### config.mk
export PLATFORM = sky130hd
export DESIGN_NAME = evt_timer8
export DESIGN_NICKNAME = d
export VERILOG_FILES = /design/src/rtl/evtmr_pkg.sv /design/src/rtl/evtmr_edge.sv /design/src/rtl/evtmr_presc.sv /design/src/rtl/evtmr_core.sv /design/src/rtl/evt_timer8.sv
export SDC_FILE = /design/constraint.sdc
export NUM_CORES = 1
export LEC_CHECK = 0
export BUFFER_PORTS_ARGS = -buffer_cell sky130_fd_sc_hd__clkbuf_2
export CAP_MARGIN = 20
export CORE_ASPECT_RATIO = 1.5
export CORE_MARGIN = 10
export CORE_UTILIZATION = 55
export CTS_BUF_LIST = sky130_fd_sc_hd__clkbuf_8 sky130_fd_sc_hd__clkbuf_16
export CTS_CLUSTER_SIZE = 12
export DETAILED_ROUTE_END_ITERATION = 10
export GPL_TIMING_DRIVEN = 0
export PLACE_DENSITY = 0.8
export SETUP_SLACK_MARGIN = 0.5
export SYNTH_ARGS = -nofsm -noshare
export SYNTH_HDL_FRONTEND = slang
export SYNTH_SLANG_ARGS = --single-unit
### constraint.sdc
create_clock -name clk -period 4.4 [get_ports clk]
set_clock_uncertainty 0.15 [all_clocks]
set_input_delay 0.44 -clock clk [delete_from_list [all_inputs] [get_ports clk]]
set_output_delay 0.44 -clock clk [all_outputs]
set_load 0.02 [all_outputs]
### src/rtl/evtmr_pkg.sv
package evtmr_pkg;
  localparam int CTRL_W  = 8;
  localparam int RATIO_W = 3;

  typedef struct packed {
    logic [1:0]         spare;
    logic               src_ext;
    logic               fall_edge;
    logic               bypass;
    logic [RATIO_W-1:0] ratio;
  } ctrl_t;
endpackage

### src/rtl/evtmr_edge.sv
module evtmr_edge #(
  parameter int SYNC_STAGES = 2
) (
  input  logic clk,
  input  logic rst_n,
  input  logic wdt_rst,
  input  logic pin,
  input  logic fall_sel,
  output logic edge_o
);
  localparam int SH_W = SYNC_STAGES + 1;

  logic [SH_W-1:0] sh;
  logic rise, fall;

  always_ff @(posedge clk or negedge rst_n) begin
    if (!rst_n)       sh <= '0;
    else if (wdt_rst) sh <= '0;
    else              sh <= {sh[SH_W-2:0], pin};
  end

  assign rise   =  sh[SH_W-2] & ~sh[SH_W-1];
  assign fall   = ~sh[SH_W-2] &  sh[SH_W-1];
  assign edge_o = fall_sel ? fall : rise;

  // an edge of either kind lasts one cycle
  p_rise_single_r3: assert property (@(posedge clk) disable iff (!rst_n || wdt_rst)
    rise |=> !rise);
  p_fall_single_r3: assert property (@(posedge clk) disable iff (!rst_n || wdt_rst)
    fall |=> !fall);
endmodule

### src/rtl/evtmr_presc.sv
module evtmr_presc #(
  parameter int RATIO_W = 3
) (
  input  logic               clk,
  input  logic               rst_n,
  input  logic               wdt_rst,
  input  logic               tick,
  input  logic               clr,
  input  logic               bypass,
  input  logic [RATIO_W-1:0] ratio,
  output logic               inc
);
  localparam int PRE_W = 2 ** RATIO_W;

  logic [PRE_W-1:0] pre_cnt;
  logic [PRE_W-1:0] lim;
  logic             at_lim;

  for (genvar i = 0; i < PRE_W; i++) begin : g_lim
    assign lim[i] = (RATIO_W'(i) <= ratio);
  end

  assign at_lim = (pre_cnt == lim);
  assign inc    = tick & ~clr & (bypass | at_lim);

  always_ff @(posedge clk or negedge rst_n) begin
    if (!rst_n)                 pre_cnt <= '0;
    else if (wdt_rst || clr)    pre_cnt <= '0;
    else if (tick && !bypass)   pre_cnt <= at_lim ? '0 : pre_cnt + PRE_W'(1);
  end

  // a clear request leaves the prescaler at zero
  p_clear_r6: assert property (@(posedge clk) disable iff (!rst_n || wdt_rst)
    clr |=> pre_cnt == '0);
  // without an event the prescaler holds; in bypass it never moves
  p_hold_r4: assert property (@(posedge clk) disable iff (!rst_n || wdt_rst)
    (!clr && (!tick || bypass)) |=> $stable(pre_cnt));
  // the count stays inside the selected period
  always_ff @(posedge clk) begin
    if (rst_n && !wdt_rst) p_range_r4: assert (pre_cnt <= lim);
  end
endmodule

### src/rtl/evtmr_core.sv
module evtmr_core #(
  parameter int CW = 8
) (
  input  logic          clk,
  input  logic          rst_n,
  input  logic          wdt_rst,
  input  logic          inc,
  input  logic          wr,
  input  logic [CW-1:0] wdata,
  input  logic          flag_wr,
  input  logic          flag_wdata,
  output logic [CW-1:0] cnt,
  output logic          flag
);
  logic wrap;
  assign wrap = inc & ~wr & (cnt == '1);

  always_ff @(posedge clk or negedge rst_n) begin
    if (!rst_n)       cnt <= '0;
    else if (wdt_rst) cnt <= '0;
    else if (wr)      cnt <= wdata;
    else if (inc)     cnt <= cnt + CW'(1);
  end

  always_ff @(posedge clk or negedge rst_n) begin
    if (!rst_n)                      flag <= 1'b0;
    else if (wdt_rst)                flag <= 1'b0;
    else if (wrap)                   flag <= 1'b1;
    else if (flag_wr && !flag_wdata) flag <= 1'b0;
  end

  p_load_r10: assert property (@(posedge clk) disable iff (!rst_n || wdt_rst)
    wr |=> cnt == $past(wdata));
  p_step_r2: assert property (@(posedge clk) disable iff (!rst_n || wdt_rst)
    (inc && !wr) |=> cnt == $past(cnt) + CW'(1));
  p_idle_r5: assert property (@(posedge clk) disable iff (!rst_n || wdt_rst)
    (!inc && !wr) |=> $stable(cnt));
  p_wrap_r8: assert property (@(posedge clk) disable iff (!rst_n || wdt_rst)
    (inc && !wr && cnt == '1) |=> (cnt == '0 && flag));
  p_sticky_r9: assert property (@(posedge clk) disable iff (!rst_n || wdt_rst)
    (flag && !(flag_wr && !flag_wdata)) |=> flag);
endmodule

### src/rtl/evt_timer8.sv
module evt_timer8
  import evtmr_pkg::*;
#(
  parameter int CW          = 8,
  parameter int SYNC_STAGES = 2
) (
  input  logic              clk,
  input  logic              rst_n,
  input  logic              wdt_rst,
  input  logic              ext_pin,
  input  logic              cyc_en,
  input  logic              cnt_wr,
  input  logic [CW-1:0]     cnt_wdata,
  output logic [CW-1:0]     cnt_rdata,
  input  logic              ctrl_wr,
  input  logic [CTRL_W-1:0] ctrl_wdata,
  output logic [CTRL_W-1:0] ctrl_rdata,
  input  logic              flag_wr,
  input  logic              flag_wdata,
  output logic              ovf_flag
);
  ctrl_t ctrl_q;
  logic  pin_evt, tick, presc_clr, inc;

  always_ff @(posedge clk or negedge rst_n) begin
    if (!rst_n)       ctrl_q <= '0;
    else if (wdt_rst) ctrl_q <= '0;
    else if (ctrl_wr) ctrl_q <= ctrl_t'(ctrl_wdata);
  end
  assign ctrl_rdata = CTRL_W'(ctrl_q);

  evtmr_edge #(.SYNC_STAGES(SYNC_STAGES)) u_edge (
    .clk(clk), .rst_n(rst_n), .wdt_rst(wdt_rst),
    .pin(ext_pin), .fall_sel(ctrl_q.fall_edge), .edge_o(pin_evt)
  );

  assign tick      = ctrl_q.src_ext ? pin_evt : cyc_en;
  assign presc_clr = cnt_wr | ctrl_wr;

  evtmr_presc #(.RATIO_W(RATIO_W)) u_presc (
    .clk(clk), .rst_n(rst_n), .wdt_rst(wdt_rst),
    .tick(tick), .clr(presc_clr), .bypass(ctrl_q.bypass),
    .ratio(ctrl_q.ratio), .inc(inc)
  );

  evtmr_core #(.CW(CW)) u_core (
    .clk(clk), .rst_n(rst_n), .wdt_rst(wdt_rst),
    .inc(inc), .wr(cnt_wr), .wdata(cnt_wdata),
    .flag_wr(flag_wr), .flag_wdata(flag_wdata),
    .cnt(cnt_rdata), .flag(ovf_flag)
  );

  p_ctrl_rb_r11: assert property (@(posedge clk) disable iff (!rst_n || wdt_rst)
    ctrl_wr |=> ctrl_rdata == $past(ctrl_wdata));
  p_src_ignore_r2: assert property (@(posedge clk) disable iff (!rst_n || wdt_rst)
    (!ctrl_q.src_ext && !cyc_en && !cnt_wr) |=> $stable(cnt_rdata));
  p_wdt_clear_r1: assert property (@(posedge clk) disable iff (!rst_n)
    wdt_rst |=> (cnt_rdata == '0 && !ovf_flag && ctrl_rdata == '0));
endmodule

# [Word-level counts from Yosys, hierarchy flattened]
# Cells that the tools add are included.
[classes] bitwise=12 muxes=14 n_reduce_logical=9 add_sub_neg=2 n_eq_ne=2 magnitude_cmp=8
[op_table] operator="$mux W8" count=8
[op_table] operator="$add A8 B1 Y8 const B" count=2
[op_table] operator="$le A3 B3 Y1 const A" count=4
[op_table] operator="$eq A8 B8 Y1" count=1
[op_table] operator="$eq A8 B8 Y1 const B" count=1
[op_table] operator="$and A1 B1 Y1" count=6
[op_table] operator="$le A1 B3 Y1 const A" count=2
[op_table] operator="$le A2 B3 Y1 const A" count=2
[op_table] operator="$reduce_bool A3 Y1" count=2
[op_table] operator="$mux W1" count=5
[op_table] operator="$not A1 Y1" count=4
[op_table] operator="$reduce_bool A2 Y1" count=2
[op_table] operator="$mux W3" count=1
[op_table] operator="$logic_and A1 B1 Y1" count=2
[op_table] operator="$logic_not A1 Y1" count=2
[op_table] operator="$or A1 B1 Y1" count=2
[op_table] operator="$logic_or A1 B1 Y1" count=1
[totals] out_inout_bits=17 in_bits=25 reg_bits=28 word_cells=56

# [Longest topological paths before layout]
# Gate-level depths: netlist of run 1.
[depth] ltp_word=10 depth_mapped=8

# [By module]
# Synthesis of run 1 repeated with hierarchy kept, for this count alone.
[hier_totals] cells_unflattened=167 hier_area_um2=1616.6
[modules_own_cells] mod="evtmr_presc" area_per_inst_um2=610.6 instances=1 cells_each=71
[modules_own_cells] mod="evtmr_core" area_per_inst_um2=546.8 instances=1 cells_each=59
[modules_own_cells] mod="evt_timer8" area_per_inst_um2=342.8 instances=1 cells_each=28
[modules_own_cells] mod="evtmr_edge" area_per_inst_um2=116.4 instances=1 cells_each=9

# [Least setup slack after synthesis of run 1]
# Ideal clock, no wire load.
[synth_timing] path_type="reg-to-reg" from="register ctrl_q, in the netlist ctrl_rdata[2]" to="register u_core.cnt[2]" n_path_buf=2 t_arrival_ns=1.861 stages_incl_launch_ff=8 path_slack_ns=2.268 cell_sequence="dfrtp_1 -> buf_6 -> and4bb_1 -> a22oi_1 -> a221oi_2 -> nand4_4 -> buf_2 -> a41o_1"
[synth_between] elab_chain_cells=5 word_cells_on_any_way=12 cone_classes="8 x order compare; 1 x eq/ne; 2 x bitwise; 1 x reduce/logical"
[synth_lines] element="from (decl)" line_no="evt_timer8.sv:22" rtl="ctrl_t ctrl_q;"
[synth_lines] element="from (signal assigned)" line_no="evt_timer8.sv:28" rtl="else if (ctrl_wr) ctrl_q <= ctrl_t'(ctrl_wdata);"
[synth_lines] element="$le A1 B3 Y1, or another cell as far along" line_no="evtmr_presc.sv:20" rtl="assign lim[i] = (RATIO_W'(i) <= ratio);"
[synth_lines] element="$eq A8 B8 Y1 *" line_no="evtmr_presc.sv:23" rtl="assign at_lim = (pre_cnt == lim);"
[synth_lines] element="$or A1 B1 Y1 *" line_no="evtmr_presc.sv:24" rtl="assign inc = tick & ~clr & (bypass | at_lim);"
[synth_lines] element="$and A1 B1 Y1 *" line_no="evtmr_presc.sv:24"
[synth_lines] element="$reduce_bool A3 Y1 (no source line) *"
[synth_lines] element="to (signal assigned)" line_no="evtmr_core.sv:21" rtl="else if (wr) cnt <= wdata;"
[synth_lines] element="to (signal assigned)" line_no="evtmr_core.sv:22" rtl="else if (inc) cnt <= cnt + CW'(1);"
[synth_lines] element="to (decl)" line_no="evtmr_core.sv:12" rtl="output logic [CW-1:0] cnt,"
# Mark *: on every way between the ends. The rest lies on a longest branch, timed or not.
# A chain may end at the register's enable or synchronous reset.

# [Worst setup path after layout of run 1]
[layout_timing] from="register u_presc.pre_cnt[3]" to="register u_presc.pre_cnt[6]"
[layout_between] elab_chain_cells=4 word_cells_on_any_way=5 cone_classes="1 x add/sub; 1 x eq/ne; 3 x mux"
[layout_lines] element="from (decl)" line_no="evtmr_presc.sv:15" rtl="logic [PRE_W-1:0] pre_cnt;"
[layout_lines] element="from (signal assigned)" line_no="evtmr_presc.sv:29" rtl="else if (tick && !bypass) pre_cnt <= at_lim ? '0 : pre_cnt + PRE_W'(1);"
[layout_lines] element="$add A8 B1 Y8 / $eq A8 B8 Y1 (equally long branches)" line_no="evtmr_presc.sv:29, evtmr_presc.sv:23"
[layout_lines] element="$mux W8 * (2 in series)" line_no="evtmr_presc.sv:29"
[layout_lines] element="$mux W8 *" line_no="evtmr_presc.sv:28" rtl="else if (wdt_rst || clr) pre_cnt <= '0;"
# Mark *: on every way between the ends. The rest lies on a longest branch, timed or not. The select of a mux whose other input is x is not followed.

==> summary.txt, run 1 <==
# IOs: 42
Die height: 88.0 um
Simple-Gate Fraction of Synth Area: 19.5%
Syn_nets: 202
Initial antenna violation count: 0
Post-Syn Instances: 175
Slew headroom: 52.1%
Crit start category: flop
Vias in the first global route: 1572
Post-Synth XOR/XNOR Area: 7.24%
Post-CTS Setup Repair Bufs: 0
Cts bufs inserted: 3
Reg2reg path depth: 7
Post-route ant nets: 0
Synth top area cells: dfrtp_1, mux2i_1, nor2_1
H-tree depth: 1
Final Cycle Share: 51.4%
Post-synth top cells: dfrtp_1, nor2_1, nand3_1
Layout Utilization: 67.9%
Post-synthesis adder-cell area fraction: 1.48%
DR iter-0 viols: 95
First-pass GRT wire length: 7060 um
Crit-path slowest cell: o21ai_1
Critical path required time: 4.39 ns
RD Place Congestion: 0.877
CTS Sinks: 28
HP Class: in -> async
Post-CTS Resized: 0
Die area: 0.00575 sq mm
Most common cell in the netlist: dfrtp_1
1st-pass router iterations: 4
Via Count: 1532
Top FF cell, synth: dfrtp_1
Share of cells above drive strength 1: 26.9%
Synthesis-to-finish area growth: 17.9%
Diode count: 0
Register area share after synthesis: 41.4%
Routed wire length: 4300 um
Clock-pin slew on the worst setup and hold paths: 0.09 ns
Post-synth ARST share: 100%
Crit path kind: reg -> reg
CTS max path bufs: 2
Setup repair after global routing missed its margin: false
Worst path arrival time: 2.25 ns
VDD IR max: 0.158 mV
Area leader, netlist: dfrtp_1
Largest family of logic cells by synthesized area: simple AND/OR/NAND/NOR gates
CTS tree: built
Max Slew Vio Count: 0
DRC violations left: 0
Seq cells post-synth: 28
Core box area: 0.00294 sq mm
Chip Width: 65.3 um
CP top delay family: compound AO/OA/AOI/OAI gates
Synth Area in Compound Gates: 18.2%
Mux cell area share after synthesis: 6.50%
Design Power: 0.000531 W
Clock root cell: clkbuf_8
Vias/cell: 5.94
Grt ovf: 0
CTS Hold Bufs: 0
Worst-margin pin slew: 0.719 ns
Worst-path fanout max: 7
Fmax: 442 MHz
Post-synth top area share: 41.4%
Routed len/inst: 16.7 um
Number of cell rows: 24
Outcome: finished, final reports clean
Crit-path cells: clkbuf_1 -> nor3_1 -> a22oi_1 -> a221oi_2 -> nand3_1 -> o21ai_1 -> nor2_1
Final hold vios: 0
WP buf/inv: 1
Initial Util: 57.6%
GRT Util Overall: 15.1%
Area of the mapped netlist: 0.00169 sq mm
Max stage delay on crit path: 0.44 ns
DP HPWL: 3450 um
Pwr/cell area: 266 mW/mm^2
Setup violations, final: 0
Largest net degree at the start of global routing: 29
# Max-Cap Violations: 0
Yosys warns: 0
NumNets Final: 247
Synthesized area per cell: 9.68 sq um
Worst-Skew Late Latency: 0.27 ns
Port buffer count: 40
Post-Route Setup TNS: 0 ns
Critical path endpoint category: flop
Final min period: 2.26 ns
Leakage power: 0.990 nW
Crit path depth: 7
Synth cell types: 43
Number of enable flip-flop cells after synthesis: 0
stage by stage:
step           hold slack (ns)  cells  area, sq um  worst slack [ns]
3_3_place_gp             0.309    254         1940              2.19
4_1_cts                 0.0684    258         2000              2.13
2_1_floorplan         -0.00559    175         1690              2.27
6_report                0.0545    258         2000              2.14
3_5_place_dp             0.334    254         1940              2.17
5_1_grt                 0.0940    258         2000              2.01
layer usage:
layer | vias up | track usage (%) | part of all wire, %
li1 | 715 | - | -
met1 | 743 | 13.2 | 33
met2 | 56 | 30.3 | 56
met3 | 18 | 3.58 | 6.6
met4 | 0 | 7.42 | 4.6
met5 | - | 0 | 0
where the power goes:
part | total [W] | switching, W | internal (W)
sequential | 0.000278 | 0.0000117 | 0.000267
combinational | 0.0000962 | 0.0000576 | 0.0000386
clock | 0.000156 | 0.0000763 | 0.0000800
total | 0.000531 | 0.000146 | 0.000385
flip-flops by register name (all words and copies together), names as in the netlist:
name and cells:
u_core.cnt 8, u_edge.sh 3, u_presc.pre_cnt 8, u_core.flag 1
ctrl_rdata 8
worst paths after layout:
path,start,to,slack (ns)
worst max-delay path,u_presc.pre_cnt[3],u_presc.pre_cnt[6],2.14
max in group asynchronous,rst_n,ctrl_rdata[2],3.58
worst max register to register,u_presc.pre_cnt[3],u_presc.pre_cnt[6],2.14
worst min-delay path,rst_n,u_core.cnt[6],0.05
worst min register to register,u_edge.sh[0],u_edge.sh[1],0.34
min in group clk,ext_pin,u_edge.sh[0],0.24
cells in the final DEF (no fill, tap or decap), drive strengths merged, types with 2 or more instances in the layout:
cell,synthesis,routed
nand3,12,12
clkbuf,5,49
a211oi,5,5
inv,6,6
a21oi,9,9
xor2,8,8
nor2,25,25
nand4,4,4
xnor2,6,6
dfrtp,28,28
nor3,4,4
and3,4,4
o21ai,4,4
a22oi,2,2
o211ai,3,3
nor2b,3,3
a41o,6,6
buf,6,6
ha,2,2
mux2i,11,11
nand2,6,6
cell type report:
| type | instances | area (sq um) |
|---|---|---|
| Fill cell | 257 | 945 |
| Multi-Input combinational cell | 129 | 897 |
| Timing Repair Buffer | 40 | 200 |
| Clock buffer | 4 | 55.1 |
| Buffer | 11 | 70.1 |
| Sequential cell | 28 | 701 |
| Inverter | 7 | 26.3 |
| Tap cell | 39 | 48.8 |
cells by family after synthesis:
kind of cell | count (synthesis)
AND/OR/NAND/NOR | 64
AO/OA/AOI/OAI | 38
flip-flops | 28
buffers and inverters | 18
XOR/XNOR | 14
multiplexers | 11
adder cells (fa/ha/maj) | 2
Power figures use the tool's default switching activity.
==> run 2, diff against run 1 <==
--- a/config.mk
+++ b/config.mk
@@ -9,12 +9,12 @@
 export CAP_MARGIN = 20
 export CORE_ASPECT_RATIO = 1.5
 export CORE_MARGIN = 10
-export CORE_UTILIZATION = 55
+export CORE_UTILIZATION = 53
 export CTS_BUF_LIST = sky130_fd_sc_hd__clkbuf_8 sky130_fd_sc_hd__clkbuf_16
 export CTS_CLUSTER_SIZE = 12
 export DETAILED_ROUTE_END_ITERATION = 10
 export GPL_TIMING_DRIVEN = 0
-export PLACE_DENSITY = 0.8
+export PLACE_DENSITY = 0.77
 export SETUP_SLACK_MARGIN = 0.5
 export SYNTH_ARGS = -nofsm -noshare
 export SYNTH_HDL_FRONTEND = slang
==> constraint.sdc (replaced) <==
create_clock -name clk -period 2.12 [get_ports clk]
set_clock_uncertainty 0.15 [all_clocks]
set_input_delay 0.212 -clock clk [delete_from_list [all_inputs] [get_ports clk]]
set_output_delay 0.212 -clock clk [all_outputs]
set_load 0.02 [all_outputs]
==> summary.txt, run 2 (same netlist as run 1, synthesis figures left out) <==
Worst r2r dst: u_core.cnt[0]
Max stage delay on crit path: 0.40 ns
RD Place Congestion: 0.877
Worst path arrival time: 2.14 ns
Met3 routed WL: 316 um
WP buf/inv: 2
Slew headroom: 53.3%
GRT Util Overall: 17.2%
Reg2reg start: ctrl_rdata[4]
Setup violations, final: 1
Pwr/cell area: 509 mW/mm^2
Critical path required time: 2.14 ns
Final Cycle Share: 100%
Layout Utilization: 72.9%
CTS tree: built
Routed wl met2: 2660 um
Via Count: 1600
DRC violations left: 0
CP top delay family: simple AND/OR/NAND/NOR gates
Cts bufs inserted: 3
Final min period: 2.12 ns
Outcome: finished, violations left
Crit start category: flop
FF-to-FF setup slack: -0.005 ns
Commonest non-fill, non-tap cell in the layout: clkbuf_2
Crit-path cells: or3b_4 -> a311oi_4 -> buf_4 -> nand4_4 -> buf_6 -> nand4_1 -> o211ai_1
Worst-margin pin slew: 0.698 ns
Die height: 89.2 um
Routed len/inst: 17.9 um
Grt ovf: 0
Reg2reg path depth: 7
Worst-path fanout max: 5
Chip Width: 66.2 um
First-pass GRT wire length: 7960 um
VDD IR max: 0.617 mV
Share of cells above drive strength 1: 40.3%
DR iter-0 viols: 143
Sw Share: 28.6%
Vias/cell: 5.80
HP Class: in -> reg
Clock-pin slew on the worst setup and hold paths: 0.10 ns
Synthesis-to-finish area growth: 34.6%
Max Used Layer: met4
Initial antenna violation count: 0
Metal-1 WL: 1780 um
Setup repair after global routing missed its margin: true
Crit-path slowest cell: dfrtp_1
Part of the power in registers: 49.9%
Diode count: 0
Clock root cell: clkbuf_8
# IOs: 42
# fillers: 216
Switching power: 0.000332 W
Leakage power: 1.11 nW
Placed cell areas: 0.00196 sq mm
Max Slew Vio Count: 0
# Max-Cap Violations: 0
Crit path kind: reg -> reg
NumNets Final: 264
Cell-internal power: 0.000829 W
Core box area: 0.00313 sq mm
Fmax: 471 MHz
CTS Sinks: 28
H-tree depth: 1
Post-route ant nets: 0
Vias in the first global route: 1714
Worst setup endpoint: u_core.cnt[0]
Power share of the combinational group: 21.2%
Initial Util: 54.2%
Critical Path Source: ctrl_rdata[4]
Die area: 0.00590 sq mm
Failing checks: setup timing
Critical path endpoint category: flop
Post-route cell area: 0.00228 sq mm
Hold Slack: 0.00669 ns
Number of cell rows: 25
Final hold vios: 0
CTS max path bufs: 2
Crit path depth: 7
DP HPWL: 3450 um
Placed cells: 255
Largest net degree at the start of global routing: 29
Final Non-Filler Cells: 276
Port buffer count: 40
Design Power: 0.00116 W
Most frequent cells in the layout: clkbuf_2, nor2_1, dfrtp_1
Routed wire length: 4940 um
Worst-Skew Late Latency: 0.28 ns
Setup ws final: -0.00471 ns
Clock power share: 28.9%
1st-pass router iterations: 4
-- run 2: cell types whose count changed in the layout (fill, tap and decap cells not counted), sizes merged --
| cell | delta |
|---|---|
| nand4 | +1 |
| dlygate4sd3 | +1 |
| buf | +15 |
-- run 2: stage by stage --
stage | TNS (ns) | setup slack (ns)
2_1_floorplan | 0 | 0.0740
3_3_place_gp | -0.00946 | -0.00946
3_5_place_dp | -0.388 | -0.0658
4_1_cts | 0 | 0.00291
5_1_grt | -0.702 | -0.0855
6_report | -0.00471 | -0.00471
-- run 2: worst register-to-register path, cell delays in order, from the launching register on --
cell and delay, ns:
dfrtp_1 0.40, or3b_4 0.40, a311oi_4 0.33, buf_4 0.19, nand4_4 0.17, buf_6 0.19, nand4_1 0.09, o211ai_1 0.09
-- run 2: layout make-up --
| type | count | area (sq um) | share of cell area [%] |
|---|---|---|---|
| buffer | 11 | 86.3 | 3.79 |
| clock buffer | 4 | 55.1 | 2.41 |
| inverter | 7 | 26.3 | 1.15 |
| multi-input combinational | 130 | 1020 | 44.6 |
| sequential | 28 | 706 | 31.0 |
| tap | 40 | 50.0 | 2.20 |
| timing repair buffer | 56 | 339 | 14.9 |
-- run 2: power by group through the flow --
| stage | clock network (W) | registers, W | logic (W) |
|---|---|---|---|
| after global placement | 0 | 0.000586 | 0.000193 |
| final | 0.000336 | 0.000579 | 0.000246 |
| after CTS | 0.000336 | 0.000578 | 0.000242 |
| after global routing | 0.000370 | 0.000583 | 0.000267 |
| after detailed placement | 0 | 0.000588 | 0.000201 |
| after floorplan | 0 | 0.000603 | 0.000108 |
-- run 2: metal layers --
layer	vias up	track usage, %
li1	755	-
met1	774	16.5
met2	52	31.5
met3	19	4.77
met4	0	9.94
met5	-	0
-- run 2: how the worst min path moves through the flow --
stage	startpoint	endpoint	depth (start not counted)	slack [ns]
after floorplan	rst_n	ctrl_rdata[0]	0	-0.23
after global placement	rst_n	u_core.cnt[3]	1	0.12
after detailed placement	rst_n	u_core.cnt[5]	1	0.14
after CTS	ext_pin	u_edge.sh[0]	2	0.02
after global routing	ext_pin	u_edge.sh[0]	2	0.0005
final	ext_pin	u_edge.sh[0]	2	0.007
-- run 2: what timing repair did --
| item | CTS | global route |
|---|---|---|
| pin swaps | 16 | 10 |
| hold endpoints to repair | 28 | 0 |
| gates resized for setup | 19 | 8 |
| hold buffers | 1 | 0 |
| gates cloned | 2 | 0 |
| endpoints found under the setup margin | 17 | 17 |
| setup buffers | 13 | 1 |
